$ cat config.mk
export PLATFORM = sky130hd
export DESIGN_NAME = irq_route_ctrl
export DESIGN_NICKNAME = d
export VERILOG_FILES = /design/src/rtl/irq_route_pkg.sv /design/src/rtl/irq_route_regs.sv /design/src/rtl/irq_route_pick.sv /design/src/rtl/irq_route_ctrl.sv
export SDC_FILE = /design/constraint.sdc
export NUM_CORES = 1
export LEC_CHECK = 0
export BUFFER_PORTS_ARGS = -buffer_cell sky130_fd_sc_hd__buf_2
export CAP_MARGIN = 40
export CORE_MARGIN = 8
export CORE_UTILIZATION = 49
export CTS_BUF_LIST = sky130_fd_sc_hd__clkbuf_2 sky130_fd_sc_hd__clkbuf_4 sky130_fd_sc_hd__clkbuf_8
export CTS_CLUSTER_DIAMETER = 100
export CTS_CLUSTER_SIZE = 24
export DETAILED_ROUTE_END_ITERATION = 10
export GPL_ROUTABILITY_DRIVEN = 0
export PLACE_DENSITY = 0.63
export SYNTH_ARGS = -nofsm -noshare
export SYNTH_HDL_FRONTEND = slang
export SYNTH_SLANG_ARGS = --single-unit
$ cat constraint.sdc
create_clock -name clk -period 3.6 [get_ports clk]
set_input_delay 0.72 -clock clk [delete_from_list [all_inputs] [get_ports clk]]
set_output_delay 0.72 -clock clk [all_outputs]
set_load 0.005 [all_outputs]
$ cat src/rtl/irq_route_pkg.sv
package irq_route_pkg;
    localparam int unsigned ID_W        = 10;
    localparam logic [9:0]  SPURIOUS_ID = 10'd1023;
    localparam int unsigned IPI_ID      = 0;
    localparam int unsigned MSI_ID      = 1;

    localparam logic [11:0] A_CTRL       = 12'h000;
    localparam logic [11:0] A_EN_SET     = 12'h030;
    localparam logic [11:0] A_EN_CLR     = 12'h034;
    localparam logic [11:0] A_ACK        = 12'h044;
    localparam logic [11:0] A_MSK_SET    = 12'h048;
    localparam logic [11:0] A_MSK_CLR    = 12'h04C;
    localparam logic [11:0] A_ROUTE_BASE = 12'h100;

    function automatic logic is_route(input logic [11:0] a, input int unsigned nsrc);
        return ({20'd0, a} >= {20'd0, A_ROUTE_BASE}) &&
               ({20'd0, a} <  {20'd0, A_ROUTE_BASE} + 32'(4 * nsrc)) &&
               (a[1:0] == 2'b00);
    endfunction
endpackage

$ cat src/rtl/irq_route_regs.sv
module irq_route_regs
    import irq_route_pkg::*;
#(
    parameter int unsigned NUM_CPU = 4,
    parameter int unsigned NUM_SRC = 32,
    localparam int unsigned CPU_W  = (NUM_CPU > 1) ? $clog2(NUM_CPU) : 1,
    localparam int unsigned SRC_W  = $clog2(NUM_SRC)
) (
    input  logic                              clk,
    input  logic                              rst_n,
    input  logic                              wr_en,
    input  logic [CPU_W-1:0]                  wr_cpu,
    input  logic [11:0]                       wr_addr,
    input  logic [31:0]                       wr_data,
    output logic [NUM_SRC-1:0]                en_o,
    output logic [NUM_CPU-1:0][NUM_SRC-1:0]   mask_o,
    output logic [NUM_SRC-1:0][NUM_CPU-1:0]   route_o
);
    typedef struct packed {
        logic [NUM_SRC-1:0]              en;
        logic [NUM_CPU-1:0][NUM_SRC-1:0] mask;
        logic [NUM_SRC-1:0][NUM_CPU-1:0] route;
    } reg_state_t;

    reg_state_t st_d, st_q;

    logic             num_ok;
    logic             cpu_ok;
    logic [SRC_W-1:0] num;
    logic [SRC_W-1:0] route_idx;

    assign num_ok    = wr_data < 32'(NUM_SRC);
    assign cpu_ok    = 32'(wr_cpu) < 32'(NUM_CPU);
    assign num       = wr_data[SRC_W-1:0];
    assign route_idx = SRC_W'((wr_addr - A_ROUTE_BASE) >> 2);

    always_comb begin
        st_d = st_q;
        if (wr_en) begin
            if (wr_addr == A_EN_SET && num_ok) st_d.en[num] = 1'b1;
            if (wr_addr == A_EN_CLR && num_ok) st_d.en[num] = 1'b0;
            if (wr_addr == A_MSK_SET && num_ok && cpu_ok) st_d.mask[wr_cpu][num] = 1'b1;
            if (wr_addr == A_MSK_CLR && num_ok && cpu_ok) st_d.mask[wr_cpu][num] = 1'b0;
            if (is_route(wr_addr, NUM_SRC)) st_d.route[route_idx] = wr_data[NUM_CPU-1:0];
        end
    end

    always_ff @(posedge clk or negedge rst_n) begin
        if (!rst_n) begin
            st_q.en    <= '0;
            st_q.mask  <= '1;
            st_q.route <= '0;
        end else begin
            st_q <= st_d;
        end
    end

    assign en_o    = st_q.en;
    assign mask_o  = st_q.mask;
    assign route_o = st_q.route;

    AST_EN_SET: assert property (@(posedge clk) disable iff (!rst_n)
        (wr_en && wr_addr == A_EN_SET && num_ok) |=> en_o[$past(num)]);
    AST_EN_CLR: assert property (@(posedge clk) disable iff (!rst_n)
        (wr_en && wr_addr == A_EN_CLR && num_ok) |=> !en_o[$past(num)]);
    AST_EN_RANGE: assert property (@(posedge clk) disable iff (!rst_n)
        (wr_en && !num_ok && !is_route(wr_addr, NUM_SRC)) |=> $stable(en_o) && $stable(mask_o));
    AST_MSK_SET: assert property (@(posedge clk) disable iff (!rst_n)
        (wr_en && wr_addr == A_MSK_SET && num_ok && cpu_ok) |=> mask_o[$past(wr_cpu)][$past(num)]);
    AST_MSK_CLR: assert property (@(posedge clk) disable iff (!rst_n)
        (wr_en && wr_addr == A_MSK_CLR && num_ok && cpu_ok) |=> !mask_o[$past(wr_cpu)][$past(num)]);
    AST_ROUTE_HOLD: assert property (@(posedge clk) disable iff (!rst_n)
        !wr_en |=> $stable(route_o));
endmodule

$ cat src/rtl/irq_route_pick.sv
module irq_route_pick
    import irq_route_pkg::*;
#(
    parameter int unsigned NUM_SRC = 32
) (
    input  logic [NUM_SRC-1:0] elig,
    output logic               valid,
    output logic [ID_W-1:0]    id
);
    always_comb begin
        id = SPURIOUS_ID;
        for (int n = NUM_SRC - 1; n >= 0; n--) begin
            if (elig[n]) id = ID_W'(n);
        end
    end

    assign valid = |elig;
endmodule

$ cat src/rtl/irq_route_ctrl.sv
module irq_route_ctrl
    import irq_route_pkg::*;
#(
    parameter int unsigned NUM_CPU  = 4,
    parameter int unsigned NUM_SRC  = 32,
    parameter int unsigned TIMER_ID = 5,
    localparam int unsigned CPU_W   = (NUM_CPU > 1) ? $clog2(NUM_CPU) : 1,
    localparam int unsigned SRC_W   = $clog2(NUM_SRC)
) (
    input  logic                clk,
    input  logic                rst_n,
    input  logic                bus_valid,
    input  logic                bus_write,
    input  logic [CPU_W-1:0]    bus_cpu,
    input  logic [11:0]         bus_addr,
    input  logic [31:0]         bus_wdata,
    output logic [31:0]         bus_rdata,
    input  logic [NUM_SRC-1:0]  irq_lines,
    input  logic [NUM_CPU-1:0]  timer_irq,
    input  logic [NUM_CPU-1:0]  ipi_sum,
    input  logic [NUM_CPU-1:0]  msi_sum,
    output logic [NUM_CPU-1:0]  cpu_irq
);
    logic [NUM_SRC-1:0]               en;
    logic [NUM_CPU-1:0][NUM_SRC-1:0]  mask;
    logic [NUM_SRC-1:0][NUM_CPU-1:0]  route;
    logic [NUM_CPU-1:0][NUM_SRC-1:0]  elig;
    logic [NUM_CPU-1:0][ID_W-1:0]     ack_id;

    irq_route_regs #(.NUM_CPU(NUM_CPU), .NUM_SRC(NUM_SRC)) u_regs (
        .clk     (clk),
        .rst_n   (rst_n),
        .wr_en   (bus_valid && bus_write),
        .wr_cpu  (bus_cpu),
        .wr_addr (bus_addr),
        .wr_data (bus_wdata),
        .en_o    (en),
        .mask_o  (mask),
        .route_o (route)
    );

    for (genvar c = 0; c < NUM_CPU; c++) begin : g_cpu
        for (genvar n = 0; n < NUM_SRC; n++) begin : g_src
            if (n == IPI_ID) begin : g_ipi
                assign elig[c][n] = ipi_sum[c] & ~mask[c][n];
            end else if (n == MSI_ID) begin : g_msi
                assign elig[c][n] = msi_sum[c] & ~mask[c][n];
            end else if (n == TIMER_ID) begin : g_tmr
                assign elig[c][n] = timer_irq[c] & ~mask[c][n];
            end else begin : g_per
                assign elig[c][n] = irq_lines[n] & en[n] & route[n][c] & ~mask[c][n];
            end
        end

        irq_route_pick #(.NUM_SRC(NUM_SRC)) u_pick (
            .elig  (elig[c]),
            .valid (cpu_irq[c]),
            .id    (ack_id[c])
        );

        AST_TIMER_GATE: assert property (@(posedge clk) disable iff (!rst_n)
            (!timer_irq[c] || mask[c][TIMER_ID]) |-> ack_id[c] != ID_W'(TIMER_ID));
    end

    typedef struct packed {
        logic [31:0] rdata;
    } rd_state_t;

    rd_state_t rd_d, rd_q;
    logic      cpu_ok;
    logic [SRC_W-1:0] rd_idx;

    assign cpu_ok = 32'(bus_cpu) < 32'(NUM_CPU);
    assign rd_idx = SRC_W'((bus_addr - A_ROUTE_BASE) >> 2);

    always_comb begin
        rd_d = rd_q;
        if (bus_valid && !bus_write) begin
            rd_d.rdata = '0;
            if (bus_addr == A_CTRL) begin
                rd_d.rdata[11:2] = 10'(NUM_SRC);
            end else if (bus_addr == A_ACK) begin
                rd_d.rdata[ID_W-1:0] = cpu_ok ? ack_id[bus_cpu] : SPURIOUS_ID;
            end else if (is_route(bus_addr, NUM_SRC)) begin
                rd_d.rdata[NUM_CPU-1:0] = route[rd_idx];
            end
        end
    end

    always_ff @(posedge clk or negedge rst_n) begin
        if (!rst_n) rd_q <= '0;
        else        rd_q <= rd_d;
    end

    assign bus_rdata = rd_q.rdata;

    AST_ACK_SPURIOUS: assert property (@(posedge clk) disable iff (!rst_n)
        (bus_valid && !bus_write && bus_addr == A_ACK && cpu_ok && !cpu_irq[bus_cpu])
        |=> bus_rdata == 32'(SPURIOUS_ID));
    AST_ACK_RANGE: assert property (@(posedge clk) disable iff (!rst_n)
        (bus_valid && !bus_write && bus_addr == A_ACK && cpu_ok && cpu_irq[bus_cpu])
        |=> bus_rdata < 32'(NUM_SRC));
    AST_IDLE_QUIET: assert property (@(posedge clk) disable iff (!rst_n)
        (irq_lines == '0 && timer_irq == '0 && ipi_sum == '0 && msi_sum == '0)
        |-> cpu_irq == '0);
    AST_RD_HOLD: assert property (@(posedge clk) disable iff (!rst_n)
        !(bus_valid && !bus_write) |=> $stable(bus_rdata));
endmodule

Word-level counts from Yosys, hierarchy flattened
Cells that the tools add are included.
{"block": "totals", "ff_bits": 298, "latch_bits": 0, "ram_bits": 0, "mem_bits_ro": 0, "inputBits": 94, "out_inout_bits": 36, "wordCells": 629, "mem_count": 0}
{"block": "op_classes", "n_addsub": 1, "n_mul": 0, "div_mod_pow": 0, "magnitude_cmp": 9, "eq_ne": 5, "shifts": 0, "mux": 150, "n_bitwise": 407, "reduce_logical": 19}
{"op": "10-bit two-way mux", "count": 129}
{"op": "128-bit two-way mux", "count": 3}
{"op": "1-bit AND", "count": 273}
{"op": "128-bit AND", "count": 1}
{"op": "128-bit bitwise mux", "count": 1}
{"op": "32-bit two-way mux", "count": 4}
{"op": "1-bit NOT", "count": 128}
{"op": "128-bit NOT", "count": 1}
{"op": "128-bit bitwise OR", "count": 1}
{"op": "32-bit OR reduction", "count": 4}
{"op": "32-bit demux with 2-bit select", "count": 1}
{"op": "12-bit by 7-bit == test with 1-bit output, second input constant", "count": 3}
{"op": "32-bit AND", "count": 1}
{"op": "32-bit by 6-bit less-than comparator with 1-bit output, second input constant", "count": 1}
{"op": "32-bit NOT", "count": 1}
{"op": "32-bit bitwise OR", "count": 1}
{"op": "12-bit by 6-bit == test with 1-bit output, second input constant", "count": 2}
{"op": "10-bit binary-select mux with 2-bit select", "count": 1}
{"op": "4-bit binary-select mux with 5-bit select", "count": 1}
{"op": "4-bit demux with 5-bit select", "count": 1}
{"op": "4-bit two-way mux", "count": 4}
{"op": "12-bit by 9-bit >= comparator with 1-bit output, second input constant", "count": 1}
{"op": "12-bit logical NOT", "count": 1}
{"op": "12-bit by 9-bit less-than comparator with 1-bit output, second input constant", "count": 1}
{"op": "14 further kinds", "count": 26}

Depth between registers and ports, before layout
Gate-level depths: netlist of the first run.
{"block": "depth", "word_depth": 39, "depth_mapped": 9, "depth_no_buf": 7}

By module
Synthesis of the first run repeated with hierarchy kept, for this count alone.
{"block": "hier_totals", "cells_unflattened": 1712, "area_unflattened_um2": 17352.9}
{"module": "irq_route_regs", "instances": 1, "cells_per_inst": 1083, "area_per_inst_um2": 12604.6, "seq_area_each_um2": 7367.1}
{"module": "irq_route_ctrl", "instances": 1, "cells_per_inst": 345, "area_per_inst_um2": 3151.8, "seq_area_each_um2": 250.2}
{"module": "irq_route_pick", "instances": 4, "cells_per_inst": 71, "area_per_inst_um2": 399.1, "seq_area_each_um2": 0.0}

Least setup slack after synthesis of the first run
No wires, ideal clock.
{"block": "synth_path", "kind": "input-to-output", "start": "input port irq_lines[15]", "end": "output port cpu_irq[1]", "arrival_ps": 1851, "t_required_ps": 2880, "slack_ps": 1029, "path_stages": 5, "path_buffers": 1, "cell_sequence": "and4b_4 > or4_4 > nor4_4 > nand4_2 > buf_4"}
{"block": "synth_via", "elab_chain_len": 4}
{"element": "start, declared", "line": "irq_route_ctrl.sv:18", "text": "input logic [NUM_SRC-1:0] irq_lines,"}
{"element": "1-bit AND (3 in a row)", "line": "irq_route_ctrl.sv:51", "text": "assign elig[c][n] = irq_lines[n] & en[n] & route[n][c] & ~mask[c][n];"}
{"element": "32-bit OR reduction", "line": "irq_route_pick.sv:17", "text": "assign valid = |elig;"}
{"element": "end, declared", "line": "irq_route_ctrl.sv:22", "text": "output logic [NUM_CPU-1:0] cpu_irq"}
Every way passes these cells.

Final worst setup path of the first run
{"block": "layout_path", "start": "register, netlist name u_regs.mask_o[99]", "end": "output port cpu_irq[3]"}
{"block": "layout_via", "elab_chain_len": 3}
{"element": "1-bit NOT", "line": "irq_route_ctrl.sv:51"}
{"element": "1-bit AND", "line": "irq_route_ctrl.sv:51"}
{"element": "32-bit OR reduction", "line": "irq_route_pick.sv:17"}
Every way passes these cells.

==> results of run 1 <==
-- worst max-delay path by stage --
stage / endpoint / cells after the start
2_1_floorplan: cpu_irq[1] / 5
3_3_place_gp: cpu_irq[0] / 6
3_5_place_dp: cpu_irq[0] / 6
4_1_cts: cpu_irq[0] / 5
5_1_grt: cpu_irq[0] / 5
6_report: cpu_irq[3] / 5
-- critical path: cells and delay by family (launching register included) --
kind          cells  cell delay, ps
flops             1             560
simple gates      4            1310
buf+inv           1             230
-- registers in the layout, summed over array words and instances (netlist names) --
name and cells:
u_regs.route_o 128, bus_rdata 7, u_regs.mask_o 128, u_regs.en_o 29
-- logic make-up (layout without fill, tap and decap cells) --
| group | Yosys count | count (layout) | synth area share, % |
|---|---|---|---|
| flip-flops | 292 | 292 | 47.3 |
| multiplexers | 169 | 169 | 14.4 |
| AND/OR/NAND/NOR | 482 | 482 | 19.2 |
| other | 1 | 22 | 0.0238 |
| AO/OA/AOI/OAI | 440 | 440 | 15.4 |
| buffers and inverters | 103 | 203 | 3.52 |
-- per-layer routing --
| layer | up-vias | track usage [%] | share of wire [%] |
|---|---|---|---|
| met4 | 2 | 13.5 | 5.3 |
| met2 | 855 | 45.2 | 43 |
| li1 | 5848 | - | - |
| met5 | - | 0 | 0.022 |
| met3 | 190 | 7.08 | 11 |
| met1 | 6867 | 41.9 | 41 |
-- area by class of cell --
| cell class | count | area [µm²] |
|---|---|---|
| Fill cell | 2880 | 14400 |
| Tap cell | 402 | 503 |
| Sequential cell | 292 | 7470 |
| Multi-Input combinational cell | 1113 | 7850 |
| Clock inverter | 4 | 38.8 |
| Clock buffer | 24 | 280 |
| Timing Repair Buffer | 166 | 1050 |
| Inverter | 9 | 33.8 |
-- cell usage in the layout (no fill, tap or decap), types with 6 or more instances in the layout --
master	netlist	routed
dfstp_2	128	128
nand3_1	21	21
clkbuf_8	3	16
and4b_1	30	30
and4b_2	6	6
nor4_1	23	23
mux4_2	34	34
nand4_1	24	24
buf_2	15	103
clkbuf_4	0	8
mux2i_1	6	6
nor2_1	116	110
o21ai_0	24	24
nand2_1	69	69
conb_1	1	22
dfrtp_1	164	164
buf_4	30	58
a211oi_1	7	7
nor2b_1	8	8
nor2_2	2	8
inv_1	9	9
a21oi_1	337	337
mux2_2	129	129
o211ai_1	10	10
nor3_1	14	14
nand4b_1	90	90
nand2b_1	25	25
-- where the power goes --
group          internal (mW)  switching, mW  total, mW
Clock                  0.524           1.11       1.63
Sequential              3.29        0.00330       3.30
Combinational          0.119          0.300      0.419
Total                   3.93           1.41       5.34
-- per-stage QoR --
stage	worst slack [ps]	instance area (µm²)	hold WS [ps]	power [mW]	instances
6_report	168	17200	130	5.34	2010
5_1_grt	107	17200	176	5.51	2010
4_1_cts	213	17200	165	5.36	2010
3_5_place_dp	510	16900	467	3.76	1982
3_3_place_gp	546	16900	461	3.75	1982
2_1_floorplan	1030	15900	424	3.54	1508
==> metrics, run 1 <==
total number of vias=13800; DR WL/cell=29.5 µm; setup violators final=0; post-CTS setup buffers=0; top_reg_cell synth=dfrtp_1; Gate Count Post-Synth=between 1000 and 1500; post-cts resize count=0; Core Util, Final=54.4%; Post-CTS Hold Buffers=0; most frequent cell after synthesis=a21oi_1; cell taking the most area after synthesis=dfrtp_1; # rows=65; Die ar.=38200 µm²; crit path capture type=primary output; initial antenna violation count=1; Arr. time, crit path=between 2000 and 3000 ps; class of the most critical setup path=flip-flop to primary output; Vias per Instance=6.85; Num Clock Sinks=292; clk_skew=67.8 ps; clock buffer count from CTS=16; CP cell instances=nand4b_1, nand4_1, nor4_1, nand3_1, buf_2; number of global-route vias before repair=13400; Synth top area share=26.0%; Initial Utilization=about half; first-pass GRT wire length=88200 µm; Synth Area per Inst=10.6 µm²; chip height=195 µm; critical path's slowest cell=dfstp_2; fin nets=1692; Setup crit start kind=flip-flop; CTS tree=built; clk_lat worst skew=620 ps; Critical R2R Capture=bus_rdata[7]; CP max FO=4; synth warn=0; setup TNS=0 ps; post-synthesis sequential area ratio=a little under half; Post-DP HPWL=42700 µm; min Tclk post-route=3430 ps; CP max stage delay=560 ps; Post-Synthesis Cell Area=15800 µm²; final hold vios=0; clock root cell=clkbuf_8; status=completed; RSZ-0062 raised after global routing=no; Peak Freq=291 MHz; reg2reg setup slack=770 ps; FFs w/ async S/R, synth=between 90% and 100%; worst r2r src=u_regs.mask_o[99]; ANT cells=0; drt pass-1 iters=6; Post-synth top cells=a21oi_1 (337), dfrtp_1 (164), mux2_2 (129); Initial DRC Count=1768; Critical Path Start=u_regs.mask_o[99]; Netlist cell types=85; share of cells above drive strength 1=32.8%; Worst Max-Slew Pin Slew=939 ps; largest net degree at the start of global routing=a little over 100; Area contributors post-synth=dfrtp_1 (26%), dfstp_2 (21%), a21oi_1 (11%), mux2_2 (9.2%), nand4b_1 (5.0%); IO Pins=130; clk buf depth=3; post-synthesis sequential element count=~300; fin crit share=between 90% and 100%; Relative slew margins=37.4%; core area=around 32000 µm²; r2r worst-path depth=7; area grow syn2layout=9.13%; total gr overflow=0; worst vdd ir=0.000294 V; Die Span X=195 µm; H-tree Lvls=1; WP data required=2880 ps; DRC errors left=0; P_leak=7.41 nW; Max Cap Violations=0; worst min-delay path class=primary input to async pin; Antenna Violating Nets Remaining=0; pwr dens=310 nW/µm²; GR Util All Layers=30.4%; clock-pin slew on the worst setup and hold paths=150 ps; number of enable flip-flop cells after synthesis=0; Routed WL=around 59000 µm; count of pins over their slew limit=0; IO buf count=104
Note: power is estimated with default switching activity, not from simulation.
==> run 2: changes to the inputs <==
- PLACE_DENSITY: 0.63 -> 0.65
==> metrics, run 2 (synthesis results as in run 1) <==
status=completed (unchanged); CP max FO=3 (was 4); Relative slew margins=36.5% (was 37.4%); worst min-delay path class=primary input to async pin (unchanged); Comb power frac=7.8% (about the same); DRC errors left=0 (unchanged); Peak Freq=288 MHz (was 291 MHz); WP data required=2880 ps (about the same); Vias per Instance=6.86 (was 6.85); Setup crit start kind=flip-flop (unchanged); clock root cell=clkbuf_8 (unchanged); IO Pins=130 (unchanged); chip height=195 µm (unchanged); Initial DRC Count=1837 (was 1768); # rows=65 (unchanged); Arr. time, crit path=2750 ps (was 2710 ps); commonest non-fill, non-tap cell in the layout=a21oi_1 (unchanged); clock buffer count from CTS=16 (unchanged); Reg power frac=60.9% (was 61.7%); first-pass GRT wire length=86400 µm (was 88200 µm); Internal=4.02 mW (was 3.93 mW); number of global-route vias before repair=13300 (was 13400); class of the most critical setup path=flip-flop to primary output (unchanged); final hold vios=0 (unchanged); setup TNS=0 ps (unchanged); drt pass-1 iters=6 (unchanged); post-cts resize count=0 (unchanged); initial antenna violation count=1 (unchanged); Num Clock Sinks=292 (unchanged); setup violators final=0 (unchanged); switching pwr=1.39 mW (was 1.41 mW); H-tree Lvls=1 (unchanged); min Tclk post-route=3470 ps (was 3430 ps); final worst slack=129 ps (was 168 ps); GR Util All Layers=29.8% (was 30.4%); clk_lat worst skew=580 ps (was 620 ps); Clock Power Share=31.4% (was 30.5%); Post-CTS Hold Buffers=0 (unchanged); area grow syn2layout=9.49% (was 9.13%); most frequent cells in the layout=a21oi_1 (337), dfrtp_1 (164), mux2_2 (129) (unchanged); RSZ-0062 raised after global routing=no (unchanged); r2r worst-path depth=7 (unchanged); DP Worst Slack=550 ps (was 510 ps); Routed WL=58400 µm (was 59300 µm); clk_skew=29.4 ps (was 67.8 ps); pwr dens=314 nW/µm² (was 310 nW/µm²); IO buf count=104 (unchanged); Die ar.=38200 µm² (unchanged); post-CTS setup buffers=0 (unchanged); worst vdd ir=0.000186 V (was 0.000294 V); largest net degree at the start of global routing=94 (was 103); core area=31600 µm² (unchanged); count of pins over their slew limit=0 (unchanged); fin crit share=96.4% (was 95.3%); fill count=2848 (was 2880); Post-DP HPWL=41700 µm (was 42700 µm); Antenna Violating Nets Remaining=0 (unchanged); total gr overflow=0 (unchanged); DR WL/cell=29.1 µm (was 29.5 µm); clock-pin slew on the worst setup and hold paths=160 ps (was 150 ps); CTS tree=built (unchanged); Initial Utilization=49.9% (unchanged); P_leak=7.43 nW (was 7.41 nW); Worst Max-Slew Pin Slew=943 ps (was 939 ps); Max Cap Violations=0 (unchanged); fin nets=1691 (was 1692); Die Span X=195 µm (unchanged); Sw Share=25.7% (was 26.4%); share of cells above drive strength 1=32.8% (about the same); total number of vias=13800 (about the same); crit path capture type=primary output (unchanged); clk buf depth=3 (unchanged)
-- run 2: cell count changes in the layout (fill, tap and decap cells not counted) --
cell	previous run	this run
clkbuf_4	8	6
buf_4	58	54
clkinv_4	1	0
bufinv_16	0	1
buf_12	4	7
diode_2	0	1
clkbuf_8	16	18
inv_6	1	0
-- run 2: final cells by class --
| class | count | area [µm²] | share of cell area (%) |
|---|---|---|---|
| sequential | 292 | 7470 | 43.2 |
| antenna | 1 | 2.50 | 0.0145 |
| multi-input combinational | 1113 | 7850 | 45.4 |
| inverter | 9 | 33.8 | 0.196 |
| timing repair buffer | 165 | 1080 | 6.23 |
| clock inverter | 3 | 51.3 | 0.297 |
| clock buffer | 24 | 293 | 1.70 |
| tap | 402 | 503 | 2.91 |
-- run 2: worst paths after layout --
check,endpoint,slack (ps),startpoint
setup / recovery,cpu_irq[3],130,u_regs.mask_o[114]
hold / removal,u_regs.route_o[123],170,rst_n
setup reg to reg,bus_rdata[7],740,u_regs.mask_o[114]
hold reg to reg,bus_rdata[4],510,bus_rdata[4]
max in group asynchronous,u_regs.mask_o[12],2530,rst_n
min in group clk,bus_rdata[4],510,bus_rdata[4]
-- run 2: metal layers --
metal	global-route usage (%)	share of wire, %
met1	40.3	40
met2	44.2	42
met3	7.55	12
met4	14.3	5.8
met5	0	0.022
-- run 2: metrics by stage --
stage                     utilization (%)  std cells  total power [mW]  hold slack (ps)  instance area (µm²)
final                                54.6       2009              5.42              171                17300
after global placement               53.5       1981              3.76              463                16900
after global routing                 54.6       2008              5.56              216                17300
after detailed placement             53.5       1981              3.76              482                16900
after CTS                            54.6       2008              5.42              177                17300
after floorplan                         -       1508              3.54              424                15900
-- run 2: critical path, cell delays in order (launching register included) --
cell	delay, ps
dfstp_2	580
and4b_1	220
or2_1	300
nor4_1	610
nand3_1	280
buf_2	210
-- run 2: power groups by stage --
stage	logic, mW	clock network, mW	registers, mW
final	0.421	1.70	3.30
after floorplan	0.187	0	3.35
after detailed placement	0.409	0	3.35
after CTS	0.410	1.72	3.30
after global placement	0.405	0	3.35
after global routing	0.449	1.81	3.30
==> run 3: changes to the inputs <==
- CORE_UTILIZATION: 49 -> 60
- PLACE_DENSITY: 0.65 -> 0.78
==> metrics, run 3 (synthesis results as in run 1) <==
status=completed (unchanged); first-pass GRT wire length=82900 µm (was 86400 µm); Worst Max-Slew Pin Slew=868 ps (was 943 ps); capture point of the critical path=cpu_irq[0] (was cpu_irq[3]); uppermost layer routed=met5 (unchanged); class of the most critical setup path=flip-flop to primary output (unchanged); core area=25900 µm² (was 31600 µm²); clock buffer count from CTS=16 (unchanged); area grow syn2layout=8.55% (was 9.49%); fin crit share=97.4% (was 96.4%); ANT cells=0 (was 1); Initial Utilization=60.9% (was 49.9%); met1 wire length=20300 µm (was 23500 µm); initial antenna violation count=1 (unchanged); Critical R2R Capture=bus_rdata[7] (unchanged); count of pins over their slew limit=0 (unchanged); Relative slew margins=42.1% (was 36.5%); post-cts resize count=0 (unchanged); fin nets=1687 (was 1691); Peak Freq=285 MHz (was 288 MHz); pwr dens=313 nW/µm² (was 314 nW/µm²); min Tclk post-route=3510 ps (was 3470 ps); chip height=178 µm (was 195 µm); # rows=59 (was 65); RSZ-0062 raised after global routing=no (unchanged); number of global-route vias before repair=13400 (was 13300); total number of vias=14200 (was 13800); drt pass-1 iters=8 (was 6); Die ar.=31700 µm² (was 38200 µm²); most frequent cells in the layout=a21oi_1 (337), dfrtp_1 (164), mux2_2 (129) (unchanged); WP data required=2880 ps (about the same); commonest non-fill, non-tap cell in the layout=a21oi_1 (unchanged); reg2reg setup slack=760 ps (was 740 ps); worst r2r src=u_regs.mask_o[17] (was u_regs.mask_o[114]); H-tree Lvls=1 (unchanged); crit path capture type=primary output (unchanged); power after layout=5.37 mW (was 5.42 mW); r2r worst-path depth=7 (unchanged); Post-CTS Hold Buffers=0 (unchanged); clock-pin slew on the worst setup and hold paths=160 ps (about the same); clk_lat worst skew=590 ps (was 580 ps); IO Pins=130 (unchanged); Antenna Violating Nets Remaining=0 (unchanged); clk_skew=47.8 ps (was 29.4 ps); Num Clock Sinks=292 (unchanged); GR Util All Layers=34.9% (was 29.8%); setup violators final=0 (unchanged); routed wl met3=8550 µm (was 6850 µm); fill count=2031 (was 2848); Setup crit start kind=flip-flop (unchanged); DR WL/cell=29.0 µm (was 29.1 µm); setup TNS=0 ps (unchanged); total gr overflow=0 (unchanged); P_leak=7.40 nW (was 7.43 nW); worst vdd ir=0.000296 V (was 0.000186 V); largest net degree at the start of global routing=98 (was 94); Core Util, Final=66.1% (was 54.6%); Max Cap Violations=0 (unchanged); clock root cell=clkbuf_8 (unchanged); post-CTS setup buffers=0 (unchanged); Critical Path Start=u_regs.mask_o[17] (was u_regs.mask_o[114]); Die Span X=178 µm (was 195 µm); final hold vios=0 (unchanged); DR WL met2=23400 µm (was 24800 µm); clk buf depth=3 (unchanged); Initial DRC Count=2425 (was 1837); Arr. time, crit path=2790 ps (was 2750 ps); CP max FO=3 (unchanged); CTS tree=built (unchanged); Vias per Instance=7.33 (was 6.86); Post-DP HPWL=40000 µm (was 41700 µm); worst min-delay path class=primary input to async pin (unchanged); share of cells above drive strength 1=32.6% (was 32.8%); Routed WL=56200 µm (was 58400 µm); IO buf count=104 (unchanged); DRC errors left=0 (unchanged)
==> run 3: changes by cell type in the layout (fill, tap and decap cells not counted) <==
cell,change
buf_4,-2
buf_12,-2
bufinv_16,-1
clkbuf_8,+2
clkinv_2,-1
diode_2,-1
inv_12,+1
clkinv_8,-1
==> run 3: area by class of cell <==
class | instances | area [µm²] | area share, %
flip-flops and latches | 292 | 7470 | 43.6
clock buffers | 26 | 320 | 1.87
inverters | 9 | 33.8 | 0.197
multi-input cells | 1113 | 7850 | 45.8
clock inverters | 1 | 16.3 | 0.0950
repair buffers | 161 | 1020 | 5.96
well taps | 335 | 419 | 2.45
==> run 3: critical path: stages, from the launching register on <==
cell and delay (ps):
dfstp_2 560, and4b_1 230, nor2b_1 250, nor4bb_1 690, nand4_2 270, buf_2 200
==> run 3: metal layers <==
metal,vias to the layer above,GRT usage [%]
li1,5841,-
met1,6856,46.0
met2,1201,50.1
met3,303,11.4
met4,2,20.2
met5,-,0
==> run 3: worst min path at each step <==
| stage | start | to | slack [ps] | cells after the start |
|---|---|---|---|---|
| detailed placement | bus_rdata[4] | bus_rdata[4] | 470 | 2 |
| finish | rst_n | u_regs.route_o[115] | 170 | 1 |
| CTS | rst_n | u_regs.route_o[115] | 200 | 1 |
| global route | rst_n | u_regs.route_o[115] | 220 | 1 |
| global placement | bus_rdata[4] | bus_rdata[4] | 460 | 2 |
| floorplan | rst_n | bus_rdata[0] | 420 | 0 |
==> run 3: power by group <==
part	switching, mW	internal (mW)	total (mW)
Combinational	0.294	0.117	0.412
Sequential	0.00326	3.29	3.30
Clock	1.08	0.582	1.66
==> run 3: metrics by stage <==
| stage | instances | hold slack [ps] | setup WS (ps) | area (µm²) |
|---|---|---|---|---|
| 6_report | 1937 | 166 | 94.4 | 17100 |
| 3_3_place_gp | 1910 | 458 | 540 | 16800 |
| 5_1_grt | 1937 | 222 | 108 | 17100 |
| 2_1_floorplan | 1508 | 424 | 1030 | 15900 |
| 4_1_cts | 1937 | 198 | 205 | 17100 |
| 3_5_place_dp | 1910 | 473 | 503 | 16800 |
